===== src/rtl/cap_pkg.sv =====
package cap_pkg;
  localparam int N_SRC  = 5;
  localparam int TB_W   = 20;
  localparam int TS_LSB = 2;
  localparam int TS_W   = TB_W - TS_LSB;
  localparam int ENT_W  = TS_W + N_SRC + 1;

  typedef struct packed {
    logic             mark;
    logic [N_SRC-1:0] srcs;
    logic [TS_W-1:0]  ts;
  } cap_entry_t;
endpackage


===== src/rtl/cap_edge_det.sv =====
module cap_edge_det (
  input  logic clk,
  input  logic rst_n,
  input  logic din,
  input  logic pol,
  input  logic en,
  output logic hit
);
  logic s1_q, s2_q, s3_q;

  always_ff @(posedge clk or negedge rst_n) begin
    if (!rst_n) begin
      s1_q <= 1'b0;
      s2_q <= 1'b0;
      s3_q <= 1'b0;
    end else begin
      s1_q <= din;
      s2_q <= s1_q;
      s3_q <= s2_q;
    end
  end

  always_comb begin
    hit = 1'b0;
    if (en) begin
      if (pol) hit = s2_q & ~s3_q;
      else     hit = ~s2_q & s3_q;
    end
  end

  // a disabled input never reports
  p_no_hit_disabled_r3: assert property (@(posedge clk) disable iff (!rst_n)
    !en |-> !hit);
endmodule


===== src/rtl/cap_timebase.sv =====
module cap_timebase
  import cap_pkg::*;
(
  input  logic            clk,
  input  logic            rst_n,
  output logic [TS_W-1:0] ts,
  output logic            slot_end
);
  logic            half_q, half_n;
  logic [TB_W-1:0] tb_q, tb_n;

  always_comb begin
    half_n = ~half_q;
    tb_n   = tb_q;
    if (half_q) tb_n = tb_q + 1'b1;
  end

  always_ff @(posedge clk or negedge rst_n) begin
    if (!rst_n) begin
      half_q <= 1'b0;
      tb_q   <= '0;
    end else begin
      half_q <= half_n;
      tb_q   <= tb_n;
    end
  end

  assign ts       = tb_q[TB_W-1:TS_LSB];
  assign slot_end = half_q & (&tb_q[TS_LSB-1:0]);

  // the time base only ever steps by one
  p_tb_step_r4: assert property (@(posedge clk) disable iff (!rst_n)
    (tb_q != $past(tb_q)) |-> (tb_q == $past(tb_q) + 1'b1));
  // the timestamp changes only right after a slot end
  p_ts_at_slot_r4: assert property (@(posedge clk) disable iff (!rst_n)
    !slot_end |=> $stable(ts));
endmodule


===== src/rtl/cap_fifo.sv =====
module cap_fifo #(
  parameter int DEPTH = 8,
  parameter int W     = 24
) (
  input  logic         clk,
  input  logic         rst_n,
  input  logic         push,
  input  logic [W-1:0] wdata,
  input  logic         pop,
  output logic [W-1:0] rdata,
  output logic         empty,
  output logic         full
);
  localparam int AW = (DEPTH > 1) ? $clog2(DEPTH) : 1;
  localparam int CW = $clog2(DEPTH + 1);

  logic [W-1:0]  mem_q [DEPTH];
  logic [AW-1:0] wp_q, wp_n, rp_q, rp_n;
  logic [CW-1:0] cnt_q, cnt_n;
  logic          do_push, do_pop;

  assign empty   = (cnt_q == '0);
  assign full    = (cnt_q == CW'(DEPTH));
  assign do_pop  = pop & ~empty;
  assign do_push = push & (~full | do_pop);

  function automatic logic [AW-1:0] inc_ptr(input logic [AW-1:0] p);
    return (p == AW'(DEPTH - 1)) ? '0 : p + 1'b1;
  endfunction

  always_comb begin
    wp_n  = do_push ? inc_ptr(wp_q) : wp_q;
    rp_n  = do_pop  ? inc_ptr(rp_q) : rp_q;
    cnt_n = cnt_q;
    if (do_push && !do_pop) cnt_n = cnt_q + 1'b1;
    else if (!do_push && do_pop) cnt_n = cnt_q - 1'b1;
  end

  always_ff @(posedge clk or negedge rst_n) begin
    if (!rst_n) begin
      wp_q  <= '0;
      rp_q  <= '0;
      cnt_q <= '0;
    end else begin
      wp_q  <= wp_n;
      rp_q  <= rp_n;
      cnt_q <= cnt_n;
    end
  end

  always_ff @(posedge clk) begin
    if (do_push) mem_q[wp_q] <= wdata;
  end

  assign rdata = mem_q[rp_q];

  // the occupancy never exceeds the depth
  p_cnt_bound_r8: assert property (@(posedge clk) disable iff (!rst_n)
    cnt_q <= CW'(DEPTH));
  // a pop of an empty queue leaves it empty unless a push arrives
  p_empty_pop_r7: assert property (@(posedge clk) disable iff (!rst_n)
    (empty && !push) |=> empty);
  // a push into a full queue without a pop keeps it full
  p_full_hold_r8: assert property (@(posedge clk) disable iff (!rst_n)
    (full && !pop) |=> full);
endmodule


===== src/rtl/cap_stamp_fifo.sv =====
module cap_stamp_fifo
  import cap_pkg::*;
#(
  parameter int DEPTH = 8
) (
  input  logic             clk,
  input  logic             rst_n,
  input  logic [N_SRC-1:0] src_in,
  input  logic [N_SRC-1:0] src_pol,
  input  logic [N_SRC-1:0] src_en,
  input  logic             rd_pop,
  input  logic             ovf_clr,
  output logic [ENT_W-1:0] rd_data,
  output logic             fifo_full,
  output logic             irq_ready,
  output logic             ovf_flag
);
  logic [N_SRC-1:0] hit_vec;
  logic [N_SRC-1:0] pend_q, pend_n, acc;
  logic             mark_q, mark_n, ovf_q, ovf_n;
  logic [TS_W-1:0]  ts;
  logic             slot_end, push_req, accept, drop, empty, pop_eff;
  cap_entry_t       wentry;

  for (genvar i = 0; i < N_SRC; i++) begin : g_src
    cap_edge_det i_det (
      .clk   (clk),
      .rst_n (rst_n),
      .din   (src_in[i]),
      .pol   (src_pol[i]),
      .en    (src_en[i]),
      .hit   (hit_vec[i])
    );
  end

  cap_timebase i_tb (
    .clk      (clk),
    .rst_n    (rst_n),
    .ts       (ts),
    .slot_end (slot_end)
  );

  assign acc      = pend_q | hit_vec;
  assign push_req = slot_end & (|acc);
  assign pop_eff  = rd_pop & ~empty;
  assign accept   = push_req & (~fifo_full | pop_eff);
  assign drop     = push_req & ~accept;

  always_comb begin
    wentry.mark = mark_q;
    wentry.srcs = acc;
    wentry.ts   = ts;
  end

  always_comb begin
    pend_n = slot_end ? '0 : acc;
    mark_n = mark_q;
    if (drop)        mark_n = 1'b1;
    else if (accept) mark_n = 1'b0;
    ovf_n = ovf_q;
    if (drop)         ovf_n = 1'b1;
    else if (ovf_clr) ovf_n = 1'b0;
  end

  always_ff @(posedge clk or negedge rst_n) begin
    if (!rst_n) begin
      pend_q <= '0;
      mark_q <= 1'b0;
      ovf_q  <= 1'b0;
    end else begin
      pend_q <= pend_n;
      mark_q <= mark_n;
      ovf_q  <= ovf_n;
    end
  end

  cap_fifo #(.DEPTH(DEPTH), .W(ENT_W)) i_fifo (
    .clk   (clk),
    .rst_n (rst_n),
    .push  (accept),
    .wdata (wentry),
    .pop   (rd_pop),
    .rdata (rd_data),
    .empty (empty),
    .full  (fifo_full)
  );

  assign irq_ready = ~empty;
  assign ovf_flag  = ovf_q;

  // the loss flag rises only after an entry met a full queue
  p_ovf_cause_r8: assert property (@(posedge clk) disable iff (!rst_n)
    $rose(ovf_flag) |-> $past(fifo_full && push_req));
  // the loss flag holds until cleared
  p_ovf_sticky_r10: assert property (@(posedge clk) disable iff (!rst_n)
    (ovf_flag && !ovf_clr) |=> ovf_flag);
  // a drop arms the marker for the next accepted entry
  p_mark_arm_r9: assert property (@(posedge clk) disable iff (!rst_n)
    drop |=> mark_q);
  // the ready interrupt follows a push into an empty queue
  p_irq_after_push_r7: assert property (@(posedge clk) disable iff (!rst_n)
    accept |=> irq_ready);
endmodule


===== config.mk =====
export PLATFORM = sky130hd
export DESIGN_NAME = cap_stamp_fifo
export DESIGN_NICKNAME = d
export VERILOG_FILES = /design/src/rtl/cap_pkg.sv /design/src/rtl/cap_edge_det.sv /design/src/rtl/cap_timebase.sv /design/src/rtl/cap_fifo.sv /design/src/rtl/cap_stamp_fifo.sv
export SDC_FILE = /design/constraint.sdc
export NUM_CORES = 1
export LEC_CHECK = 0
export BUFFER_PORTS_ARGS = -buffer_cell sky130_fd_sc_hd__buf_2
export CAP_MARGIN = 15
export CORE_ASPECT_RATIO = 1.2
export CORE_MARGIN = 4
export CORE_UTILIZATION = 49
export DETAILED_ROUTE_END_ITERATION = 12
export GPL_ROUTABILITY_DRIVEN = 0
export GPL_TIMING_DRIVEN = 1
export PLACE_DENSITY = 0.77
export SYNTH_ARGS = -nofsm -noshare
export SYNTH_HDL_FRONTEND = slang
export SYNTH_HIERARCHICAL = 1
export SYNTH_SLANG_ARGS = --single-unit
export TNS_END_PERCENT = 100

===== constraint.sdc =====
create_clock -name clk -period 5.6 [get_ports clk]
set_input_delay 0.28 -clock clk [delete_from_list [all_inputs] [get_ports clk]]
set_output_delay 0.28 -clock clk [all_outputs]
set_load 0.01 [all_outputs]

After elaboration in Yosys (flattened, before gate mapping)

Memory sizes are Yosys's and may differ from the RTL's.
Index checks and enable logic that the tools add are counted.

Input bits: 19
Memories: 1
Register bits: 53
Memory bits (writable): 192

Memory list:

| name         | depth | width | rd ports | clocked after memory_dff | wr ports | RTL line       | text |
|---|---|---|---|---|---|---|---|
| i_fifo.mem_q | 8     | 24    | 1        | 0                        | 1        | cap_fifo.sv:17 | `logic [W-1:0] mem_q [DEPTH];` |

Add/subtract/negate cells: 5
Reduce and logical (&&, ||, !) cells: 10
Equality and inequality tests: 3
Multiplexer cells: 21
Bitwise gates (word level): 32

Operators with widths:

| cell                  | count |
|---|---|
| $add 20x1->20 const B | 1 |
| $and 1x1->1           | 16 |
| $mux 1                | 16 |
| $not 1->1             | 14 |
| $mux 4                | 2 |
| $add 3x1->3 const B   | 2 |
| $eq 3x3->1 const B    | 2 |
| $mux 3                | 2 |
| $reduce_bool 2->1     | 3 |
| $mux 5                | 1 |
| $or 5x5->5            | 1 |
| $reduce_or 5->1       | 1 |
| $add 4x1->4 const B   | 1 |
| $eq 4x4->1 const B    | 1 |
| $logic_not 4->1       | 1 |
| $sub 4x1->4 const B   | 1 |
| $logic_and 1x1->1     | 2 |
| $logic_not 1->1       | 2 |
| $reduce_and 2->1      | 1 |
| $or 1x1->1            | 1 |

Longest topological paths before layout

Depth after elaboration: 13
Gate-level depth with buffers: 13
Depth with buffers taken out: 13

Modules after synthesis

Netlist, hierarchy kept.

By module, submodules not included:

| module         | sequential area each (µm²) | cells each | area each (µm²) | instances |
|---|---|---|---|---|
| cap_fifo       | 6015.8                     | 343        | 7865.0          | 1 |
| cap_timebase   | 525.5                      | 90         | 1066.0          | 1 |
| cap_edge_det   | 75.1                       | 6          | 98.8            | 5 |
| cap_stamp_fifo | 175.2                      | 27         | 321.6           | 1 |

Worst setup path before layout

Ideal clock, no wire load.

Kind: reg2reg
Start point: register i_tb.tb_q[0]
End point: memory i_fifo.mem_q[4][0] (enable)
Path slack: 1267 ps
Arrival time: 3859 ps
Cell stages (with the launch flop): 7
Period minus slack after synthesis: 4333 ps
Setup time: 474 ps
Cell sequence: dfrtp_1 > ha_1 > and2_2 > o41ai_4 > nor2b_1 > o21ai_4 > nor4b_1

Longest elaborated chain between the ends: 7

RTL lines:

| element                      | RTL line             | text |
|---|---|---|
| from (decl)                  | cap_timebase.sv:10   | `logic [TB_W-1:0] tb_q, tb_n;` |
| from (signal assigned)       | cap_timebase.sv:24   | `tb_q <= tb_n;` |
| $reduce_and 2->1             | cap_timebase.sv:29   | `assign slot_end = half_q & (&tb_q[TS_LSB-1:0]);` |
| $and 1x1->1                  | cap_timebase.sv:29   |  |
| named net slot_end           | cap_stamp_fifo.sv:22 | `logic slot_end, push_req, accept, drop, empty, pop_eff;` |
| $and 1x1->1                  | cap_stamp_fifo.sv:44 | `assign push_req = slot_end & (\|acc);` |
| $and 1x1->1                  | cap_stamp_fifo.sv:46 | `assign accept = push_req & (~fifo_full \| pop_eff);` |
| named net accept             | cap_stamp_fifo.sv:22 |  |
| $and 1x1->1                  | cap_fifo.sv:25       | `assign do_push = push & (~full \| do_pop);` |
| $mux 1                       | cap_fifo.sv:52       | `if (do_push) mem_q[wp_q] <= wdata;` |
| $mux 1 (implied by the code) | cap_fifo.sv:52       |  |
| to (decl)                    | cap_fifo.sv:17       |  |

The timed path passes the listed nets, and every way through them passes these cells.

Worst setup path in the final report

Start point: register g_src[2].i_det.s2_q
End point: register i_fifo.cnt_q[3]

Longest elaborated chain between the ends: 12
Elaborated cells between the ends (all ways): 15
Those cells by class: mux: 3; bitwise: 7; reduce/logical: 5

RTL lines:

| element                            | RTL line             | text |
|---|---|---|
| from (decl)                        | cap_edge_det.sv:9    | `logic s1_q, s2_q, s3_q;` |
| from (signal assigned)             | cap_edge_det.sv:18   | `s2_q <= s1_q;` |
| $not 1->1                          | cap_edge_det.sv:27   | `else hit = ~s2_q & s3_q;` |
| $and 1x1->1                        | cap_edge_det.sv:27   |  |
| $mux 1 *                           | cap_edge_det.sv:26   | `if (pol) hit = s2_q & ~s3_q;` |
| $mux 1 *                           | cap_edge_det.sv:25   | `if (en) begin` |
| named net hit_vec[2]               | cap_stamp_fifo.sv:18 | `logic [N_SRC-1:0] hit_vec;` |
| $or 5x5->5 *                       | cap_stamp_fifo.sv:43 | `assign acc = pend_q \| hit_vec;` |
| named net acc[2]                   | cap_stamp_fifo.sv:19 | `logic [N_SRC-1:0] pend_q, pend_n, acc;` |
| $reduce_or 5->1 *                  | cap_stamp_fifo.sv:44 |  |
| $and 1x1->1 *                      | cap_stamp_fifo.sv:44 |  |
| $and 1x1->1 *                      | cap_stamp_fifo.sv:46 |  |
| named net accept                   | cap_stamp_fifo.sv:22 |  |
| $and 1x1->1 *                      | cap_fifo.sv:25       |  |
| named net i_fifo.do_push           | cap_fifo.sv:20       | `logic do_push, do_pop;` |
| $logic_not 1->1                    | cap_fifo.sv:36       | `else if (!do_push && do_pop) cnt_n = cnt_q - 1'b1;` |
| $logic_and 1x1->1                  | cap_fifo.sv:36       |  |
| $reduce_bool 2->1 (no source line) | --                   |  |
| to (signal assigned)               | cap_fifo.sv:47       | `cnt_q <= cnt_n;` |
| to (decl)                          | cap_fifo.sv:19       | `logic [CW-1:0] cnt_q, cnt_n;` |

The timed path passes the listed nets; every way through them passes the cells marked *.
A chain may end at the register's enable or synchronous reset.

==> summary.md <==
| Metric | Value |
|---|---|
| Main flop type after synthesis | edfxtp_1 |
| Die Y | ~160 µm |
| Slew headroom | 0.360 |
| Post-synthesis cell count | 490 |
| Reg2reg setup slack | between 2 and 2.5 ns |
| CTS Root Cell | clkbuf_16 |
| Top cells by count, synth | edfxtp_1, dfrtp_1, mux4_2 |
| Initial Util | 0.499 |
| Initial antenna violation count | 0 |
| Synthesis-stage register bit count | 245 |
| Drt first pass iters | 4 |
| DRC | 0 |
| Min-Delay Path Class | in2reg |
| Drt total wl | approximately 17 mm |
| WHS Endpoint | i_fifo/rp_q[1]$_DFFE_PN0P_ |
| Final Non-Filler Cells | around 800 |
| Iteration-0 DRC Markers | approximately 260 |
| Largest net degree at the start of global routing | 54 |
| Peak VDD IR | 0.347 mV |
| Power share of the sequential group | 0.481 |
| Reg-to-Reg End | i_fifo/cnt_q[3]$_DFFE_PN0P_ |
| Cell area after synthesis | roughly 9700 µm² |
| R2r startpoint | g_src[2].i_det/s2_q$_DFF_PN0_ |
| Hold Crit Depth | 3 |
| Layout Nets | between 500 and 600 |
| Antenna fix cells | 0 |
| Max frequency | 288 MHz |
| Total core area | just under 20000 µm² |
| IO Pins | 46 |
| Setup violators final | 0 |
| Row cnt | 56 |
| NetSw | approximately 1.2 mW |
| Total negative slack | 0 ns |
| WP data required | between 5 and 6 ns |
| CP Capture Type | flip-flop |
| Global-route wire length before repair | 27.7 mm |
| Worst Hold Slack | a little over 0.2 ns |
| Async S/R FF share, synth | 0.216 |
| Remaining antenna violation count after routing | 0 |
| Dominant cells by area after synthesis | edfxtp_1, dfrtp_1, mux4_2 |
| Final Hold Viols | 0 |
| Fraction of layout cells with a size suffix above 1 | 0.338 |
| Tot GR Track Use | 0.163 |
| Gate power share | 0.200 |
| Clock power share | 0.318 |
| Hpwl dp | approximately 9.5 mm |
| TritonCTS Buffers | 23 |
| Via density | 5.55 |
| Port Buf Inserts | 45 |
| Sequential-to-total area share from yosys stat | 0.728 |
| Overall Power | 4.55 mW |
| Area grow syn2layout | 12.9% |
| Startpoint types | flip-flop |
| Worst skew pair latency | 0.50 ns |
| Finished Core Util | 0.563 |
| Die area | ~22000 µm² |
| Yosys top cell by area | edfxtp_1 |
| Run status | finished clean |
| Die width | 137 µm |
| Crit path time final | ~3.5 ns |
| Clk buf depth | 3 |
| Max-cap violation count | 0 |
| Sw Ratio | 0.264 |
| CTS tree | done |
| Avg Cell Area, Syn | 19.9 µm² |
| CTS sink count | around 250 |
| Leak pwr | a little under 4 nW |
| H-tree levels | 1 |
| Hold Buf Count CTS | 7 |
| Crit path arrival time | between 3 and 4 ns |
| Worst-path fanout max | 10 |
| Placed insts | 771 |
| Worst reg2reg path depth | 13 |
| Clock skew | ~0.010 ns |
| CTS-repair resized insts | 0 |
| Internal power | 3.35 mW |
| Hold Startpoint | rd_pop |
| Yosys warning total | 6 |
| Pwr/cell area | just over 400 nW/µm² |
| Worst slew pin tran | between 0.9 and 1 ns |
| Setup Crit Path Kind | reg2reg |
| GRT Residual Overflow | 0 |
| Syn nets | 518 |
| Via count | approximately 4600 |
| Count leader, synth | edfxtp_1 |
| Synth unique cells | 50 |
| Number of global-route vias before repair | slightly above 5000 |
| RSZ-0062 raised after global routing | false |
| Final Cycle Share | 0.620 |
| Synth top area share | 0.592 |
| Drt wl/cell | between 20 and 25 µm |
| Post-synth EDFFs | between 150 and 200 |
| Post-CTS Setup Bufs | 0 |
| Max-slew violation count | 0 |
| Worst-path clk slew | around 0.06 ns |
-- flip-flops by register name (all words and copies together), names as in the netlist --
signal            cells
g_src.i_det/s1_q      5
g_src.i_det/s2_q      5
g_src.i_det/s3_q      5
i_fifo/cnt_q          4
i_fifo/mem_q        192
i_fifo/rp_q           3
i_fifo/wp_q           3
i_tb/half_q           1
i_tb/tb_q            20
mark_q                1
ovf_flag              1
pend_q                5
-- how the worst max path moves through the flow --
stage / slack, ns / cells after the start / from / endpoint
floorplan: 1.27 / 6 / i_tb/tb_q[0]$_DFFE_PN0P_ / i_fifo/mem_q[4][0]$_DFFE_PP_
global placement: 2.33 / 14 / src_pol[4] / i_fifo/cnt_q[3]$_DFFE_PN0P_
detailed placement: 2.13 / 13 / g_src[2].i_det/s2_q$_DFF_PN0_ / i_fifo/cnt_q[3]$_DFFE_PN0P_
CTS: 2.11 / 13 / g_src[2].i_det/s2_q$_DFF_PN0_ / i_fifo/cnt_q[3]$_DFFE_PN0P_
global route: 1.95 / 13 / g_src[2].i_det/s2_q$_DFF_PN0_ / i_fifo/cnt_q[3]$_DFFE_PN0P_
finish: 2.13 / 13 / g_src[2].i_det/s2_q$_DFF_PN0_ / i_fifo/cnt_q[3]$_DFFE_PN0P_
-- power groups by stage --
stage / clock, mW / sequential, mW / combinational (mW)
after floorplan: 0 / 2.08 / 0.764
after global placement: 0 / 2.27 / 0.850
after detailed placement: 0 / 2.28 / 0.878
after CTS: 1.47 / 2.24 / 0.886
after global routing: 1.55 / 2.22 / 0.991
final: 1.45 / 2.19 / 0.911
-- logic make-up (layout without fill, tap and decap cells) --
logic type                 Yosys count  count (layout)  synth area share
adders and majority gates            9               9            0.0123
muxes                               80              80             0.148
xor gates and xnor gates            21              21            0.0189
buffers and inverters               42             111            0.0239
AOI/OAI and AO/OA                   14              14            0.0136
and+or+nand+nor                     79              79            0.0561
DFF                                245             245             0.728
-- cell type report --
cell class	instances	area (µm²)
clock buffers	31	616
clock inverters	10	83.8
fillers	1425	8550
inverters	9	33.8
multi-input cells	203	2470
flip-flops and latches	245	7100
well taps	261	327
repair buffers	61	375
-- per-layer routing --
metal / GRT usage / share of wire
met2: 0.280 / 0.52
met5: 0 / 0
met3: 0.0253 / 0.047
met1: 0.214 / 0.41
met4: 0.0500 / 0.024
-- cell usage in the layout (no fill, tap or decap), types with 2 or more instances in the layout --
cell type / n
buf_2: 45
nor2b_1: 6
nand3_1: 10
nand4b_1: 5
edfxtp_1: 192
o211ai_1: 3
clkinvlp_4: 2
dfrtp_1: 50
nor3_1: 2
clkbuf_1: 7
clkinv_1: 3
dfrtp_2: 3
clkinv_2: 2
nand3_2: 2
dlygate4sd3_1: 7
buf_4: 8
nand2_1: 13
or2_2: 2
or2_1: 2
nor4_1: 2
ha_1: 8
nor2_4: 2
nor4_4: 2
a21oi_1: 2
mux4_2: 48
inv_1: 9
nor2_1: 4
clkinv_4: 2
mux2i_1: 2
nand2b_1: 2
nand4bb_1: 5
clkbuf_16: 23
nor3_2: 4
and3_1: 3
xor2_1: 7
o21ai_0: 3
mux2_2: 30
xnor2_1: 14
-- metrics by stage --
step                      setup slack [ns]  cell area, µm²
final                                 2.13           11000
after CTS                             2.11           11000
after global placement                2.33           10200
after global routing                  1.95           11000
after floorplan                       1.27            9750
after detailed placement              2.13           10200
-- worst max-delay path, cell delays in order, from the launching register on --
cell       delay [ns]
dfrtp_1          0.37
nand4bb_1        0.15
nand2_1          0.07
or2_2            0.40
o41ai_4          0.48
nor2b_1          0.15
o21ai_4          0.16
inv_1            0.08
ha_1             0.26
inv_1            0.14
ha_1             0.31
or4_1            0.55
o211ai_1         0.12
o211ai_1         0.10
Note: power is estimated with default switching activity, not from simulation.
